<file path="config.mk">
export PLATFORM = sky130hd
export DESIGN_NAME = copro_port_decoder
export DESIGN_NICKNAME = d
export VERILOG_FILES = /design/src/rtl/copro_pkg.sv /design/src/rtl/copro_ctl.sv /design/src/rtl/copro_dp.sv /design/src/rtl/copro_port_decoder.sv
export SDC_FILE = /design/constraint.sdc
export NUM_CORES = 1
export LEC_CHECK = 0
export BUFFER_PORTS_ARGS = -buffer_cell sky130_fd_sc_hd__buf_2
export CORE_AREA = 3 3 40 42
export DETAILED_ROUTE_END_ITERATION = 12
export DIE_AREA = 0 0 43 45
export SYNTH_ARGS = -nofsm -noshare
export SYNTH_HDL_FRONTEND = slang
export SYNTH_SLANG_ARGS = --single-unit
</file>
<file path="constraint.sdc">
create_clock -name clk -period 1.3 [get_ports clk]
set_clock_uncertainty 0.05 [all_clocks]
set_input_delay 0.26 -clock clk [delete_from_list [all_inputs] [get_ports clk]]
set_output_delay 0.26 -clock clk [all_outputs]
set_load 0.01 [all_outputs]
</file>
<file path="src/rtl/copro_pkg.sv">
package copro_pkg;

  // Strobes from the decode control to the state datapath
  typedef struct packed {
    logic clrBusy;   // drop busy latch
    logic clrIrq;    // drop interrupt line
    logic rstPulse;  // issue coprocessor reset
    logic unsup;     // access cannot be honoured
    logic rdHit;     // read inside window
  } ctlStrobes_t;

endpackage

</file>
<file path="src/rtl/copro_ctl.sv">
module copro_ctl
  import copro_pkg::*;
#(
  parameter int ADDR_W = 16,
  parameter int WIN_LOG2 = 4,
  parameter logic [ADDR_W-1:0] WIN_BASE = 'h00F0,
  parameter int CLR_OFF = 0,
  parameter int RST_OFF = 1
) (
  input  logic [ADDR_W-1:0] ioAddr,
  input  logic              ioWr,
  input  logic              ioRd,
  input  logic              ioByte,
  output ctlStrobes_t       strb
);

  localparam int TAG_W = ADDR_W - WIN_LOG2;
  localparam logic [TAG_W-1:0] WIN_TAG = WIN_BASE[ADDR_W-1:WIN_LOG2];
  localparam logic [WIN_LOG2-1:0] CLR_IDX = WIN_LOG2'(CLR_OFF);
  localparam logic [WIN_LOG2-1:0] RST_IDX = WIN_LOG2'(RST_OFF);

  logic                winHit;
  logic [WIN_LOG2-1:0] offset;
  logic                wrByte;
  logic                wrWide;
  logic                isClr;
  logic                isRst;

  always_comb begin
    winHit = (ioAddr[ADDR_W-1:WIN_LOG2] == WIN_TAG);
    offset = ioAddr[WIN_LOG2-1:0];
    wrByte = ioWr && ioByte && winHit;
    wrWide = ioWr && !ioByte && winHit;
    isClr  = (offset == CLR_IDX);
    isRst  = (offset == RST_IDX);

    strb.clrIrq   = wrByte;
    strb.clrBusy  = wrByte && (isClr || isRst);
    strb.rstPulse = wrByte && isRst;
    strb.rdHit    = ioRd && winHit;
    strb.unsup    = (wrByte && !(isClr || isRst)) || wrWide || strb.rdHit;
  end

endmodule

</file>
<file path="src/rtl/copro_dp.sv">
module copro_dp
  import copro_pkg::*;
#(
  parameter int DATA_W = 8
) (
  input  logic              clk,
  input  logic              rstN,
  input  ctlStrobes_t       strb,
  input  logic              errEvent,
  output logic [DATA_W-1:0] ioRData,
  output logic              busyOut,
  output logic              irq13,
  output logic              coproReset,
  output logic              unsupFlag
);

  localparam logic [DATA_W-1:0] UNUSED_VAL = '1;

  always_ff @(posedge clk) begin
    if (!rstN) begin
      busyOut    <= 1'b0;
      irq13      <= 1'b0;
      coproReset <= 1'b0;
      unsupFlag  <= 1'b0;
      ioRData    <= '0;
    end else begin
      // error event has priority over clears
      if (errEvent)          busyOut <= 1'b1;
      else if (strb.clrBusy) busyOut <= 1'b0;
      if (errEvent)          irq13 <= 1'b1;
      else if (strb.clrIrq)  irq13 <= 1'b0;
      coproReset <= strb.rstPulse;
      unsupFlag  <= strb.unsup;
      ioRData    <= strb.rdHit ? UNUSED_VAL : '0;
    end
  end

endmodule

</file>
<file path="src/rtl/copro_port_decoder.sv">
module copro_port_decoder
  import copro_pkg::*;
#(
  parameter int ADDR_W = 16,
  parameter int DATA_W = 8,
  parameter int WIN_LOG2 = 4,
  parameter logic [ADDR_W-1:0] WIN_BASE = 'h00F0
) (
  input  logic              clk,
  input  logic              rstN,
  input  logic [ADDR_W-1:0] ioAddr,
  input  logic              ioWr,
  input  logic              ioRd,
  input  logic              ioByte,
  input  logic [DATA_W-1:0] ioWData,
  output logic [DATA_W-1:0] ioRData,
  input  logic              errEvent,
  output logic              busyOut,
  output logic              irq13,
  output logic              coproReset,
  output logic              unsupFlag
);

  ctlStrobes_t strb;
  logic        unusedData;

  assign unusedData = ^ioWData;

  copro_ctl #(
    .ADDR_W(ADDR_W), .WIN_LOG2(WIN_LOG2), .WIN_BASE(WIN_BASE),
    .CLR_OFF(0), .RST_OFF(1)
  ) uCtl (
    .ioAddr(ioAddr), .ioWr(ioWr), .ioRd(ioRd), .ioByte(ioByte), .strb(strb)
  );

  copro_dp #(.DATA_W(DATA_W)) uDp (
    .clk(clk), .rstN(rstN), .strb(strb), .errEvent(errEvent),
    .ioRData(ioRData), .busyOut(busyOut), .irq13(irq13),
    .coproReset(coproReset), .unsupFlag(unsupFlag)
  );

endmodule

</file>
==> qor.txt <==
Synth Cell Area -> 290 um^2
Endpoint class of the critical path -> output port
Tot Pwr -> 0.392 mW
Ranking of synthesized cells by area -> dfxtp_1 34%, buf_4 18%, nor4_2 13%, nand2_1 7.8%, and4_1 6.0%
# rows -> 13
Slowest CP cell -> dfxtp_1
Critical Path AT -> 0.79 ns
Number of global-route vias before repair -> 275
Number of routed nets with antenna violations -> 0
IO Count -> 42
Synth cell count leaders -> 7 x buf_4, 6 x nand2_1, 5 x dfxtp_1, 3 x nor4_2
Share of async-settable or async-resettable flops after synthesis -> 0%
Yosys warning total -> 0
Die ar. -> 1940 um^2
Final core area utilization -> 34.9%
Flip-flop and latch count after synthesis -> 5
Fill count -> 143
Diodes inserted -> 0
Combinational power share -> 14.9%
I/O Buffers -> 33
RePlAce Congestion -> 0.724
Clk pin slew, worst setup/hold paths -> 0.04 ns
WL/cell -> 8.53 um
Initial antenna violation count -> 0
Largest net degree at the start of global routing -> 9
Starting Density -> 22.6%
Setup Fix Bufs, Post-CTS -> 0
Vias per std cell -> 4.14
Total global routing overflow -> 0
Worst vdd ir -> 0.000229 V
Min cycle time layout -> 1.10 ns
Core Area -> 1280 um^2
Critical Path Start Type -> register
First DRT Iteration DRCs -> 1
Layout cells sized above 1 -> 60.9%
PD cells -> 876 nW/um^2
Critical Path RT -> 0.99 ns
Predominant post-synthesis flop cell -> dfxtp_1
CTS tree -> built
Placed cell area -> 422 um^2
CTS Hold Buffers Added -> 0
Most common cell in the synthesized netlist -> buf_4
HPWL Detailed -> 615 um
Max clock buf depth -> 2
Vias -> 327
Sequential Area -> 100 um^2
Max cap viols -> 0
Seq/Total Area, Yosys -> 34.5%
Area growth from synthesis to layout -> 54.3%
First-pass GRT wire length -> 1.01 mm
Gr usage total -> 7.08%
Multi-input combinational cell area -> 134 um^2
Drc violations -> 0
Cells after DPL -> 75
Leak pwr -> 0.239 nW
Detailed Routing Iterations Pass 1 -> 3
CTS Sinks -> 5
Avg Inst Size Synth -> 8.54 um^2
Status -> finished, final reports clean
Die width -> 43 um
Seq pwr share -> 41.1%
Total Routed Length -> 674 um
Crit Path Category -> register to output port
Final Max Tran Viols -> 0
Worst slack at placement -> 0.0449 ns
Top cell type's share of synthesized area -> 34.5%
Pint -> 0.308 mW
Psw -> 0.0844 mW
CTS root buffer -> clkbuf_4
Library cells used by synthesis -> 13
Final period utilization -> 84.3%
Setup_tns -> 0 ns
Final WS setup -> 0.204 ns
Syn Nets -> 64
RSZ-0062 raised after global routing -> false
Critical-path cell list -> buf_2
Post-CTS sizing -> 0
Nets -> 95
Fmax achieved -> 912 MHz
Worst-Skew Late Latency -> 0.23 ns
Non-filler cells, final -> 79
CP delay by family, top -> flip-flops
Slew @ Worst Pin -> 0.249 ns
Crit path largest cell delay -> 0.39 ns
Post-Layout Inst Area -> 448 um^2
CTS buffer count -> 3
Critical path peak fanout -> 8
Final-report hold violation count -> 0
Number of flops mapped to enable cells by yosys -> 0
Fin Hold WS -> 0.206 ns
Clock share of power -> 44.0%
Cell taking the most area after synthesis -> dfxtp_1
CTS H-tree depth -> 1
HP Class -> input pin to register
Final setup viols -> 0
Bufs and invs on worst path -> 1
Synthesized instance count -> 34
Rel. slew slack -> 83.2%
Sw frac -> 21.5%
Chip height -> 45 um
-- worst paths after layout --
kind | slack, ns | end | depth (start not counted) | start
hold / removal | 0.21 | uDp.irq13 | 3 | errEvent
hold reg to reg | 0.41 | uDp.irq13 | 2 | uDp.irq13
setup / recovery | 0.20 | ioRData[6] | 1 | uDp.ioRData[6]
setup reg to reg | 0.64 | uDp.busyOut | 2 | uDp.busyOut
-- routing by layer --
metal  global-route usage (%)  vias up  share of wire (%)
met4                     7.23        0                  0
met2                     9.58       27                 44
met1                     8.43      127                 38
met3                     2.39        0                 18
met5                        0        -                  0
li1                         -      173                  -
-- power groups by stage --
stage | clock, mW | combinational [mW] | sequential [mW]
2_1_floorplan | 0 | 0.0138 | 0.166
3_3_place_gp | 0 | 0.0572 | 0.164
3_5_place_dp | 0 | 0.0591 | 0.164
4_1_cts | 0.182 | 0.0594 | 0.161
5_1_grt | 0.194 | 0.0653 | 0.162
6_report | 0.173 | 0.0584 | 0.161
-- sequential cells by signal (all words and copies together) (netlist names) --
signal and flops:
uDp.ioRData 1, uDp.busyOut 1, uDp.irq13 1, uDp.coproReset 1
uDp.unsupFlag 1
-- placed cells by master, fill, tap and decap left out, drive strengths merged --
| cell type | netlist | layout |
|---|---|---|
| a21oi | 2 | 2 |
| and2 | 1 | 1 |
| and4 | 2 | 2 |
| buf | 7 | 33 |
| clkbuf | 0 | 4 |
| dfxtp | 5 | 5 |
| inv | 1 | 1 |
| nand2 | 6 | 6 |
| nor2 | 1 | 1 |
| nor3 | 2 | 2 |
| nor4 | 3 | 3 |
| o21ai | 2 | 2 |
| or3 | 1 | 1 |
| or4b | 1 | 1 |
-- logic make-up (layout without fill, tap and decap cells) --
group	Yosys count	in the layout	synth area share (%)
simple gates	17	17	39.2
buf+inv	8	38	19.4
compound gates	4	4	6.90
flops	5	5	34.5
-- final cells by class --
| type | count | share of cell area [%] |
|---|---|---|
| clock buffer | 4 | 5.87 |
| sequential | 5 | 22.3 |
| tap | 15 | 4.19 |
| timing repair buffer | 33 | 36.9 |
| multi-input combinational | 21 | 29.9 |
| inverter | 1 | 0.838 |
No activity file was read; power rests on OpenSTA's default activity.
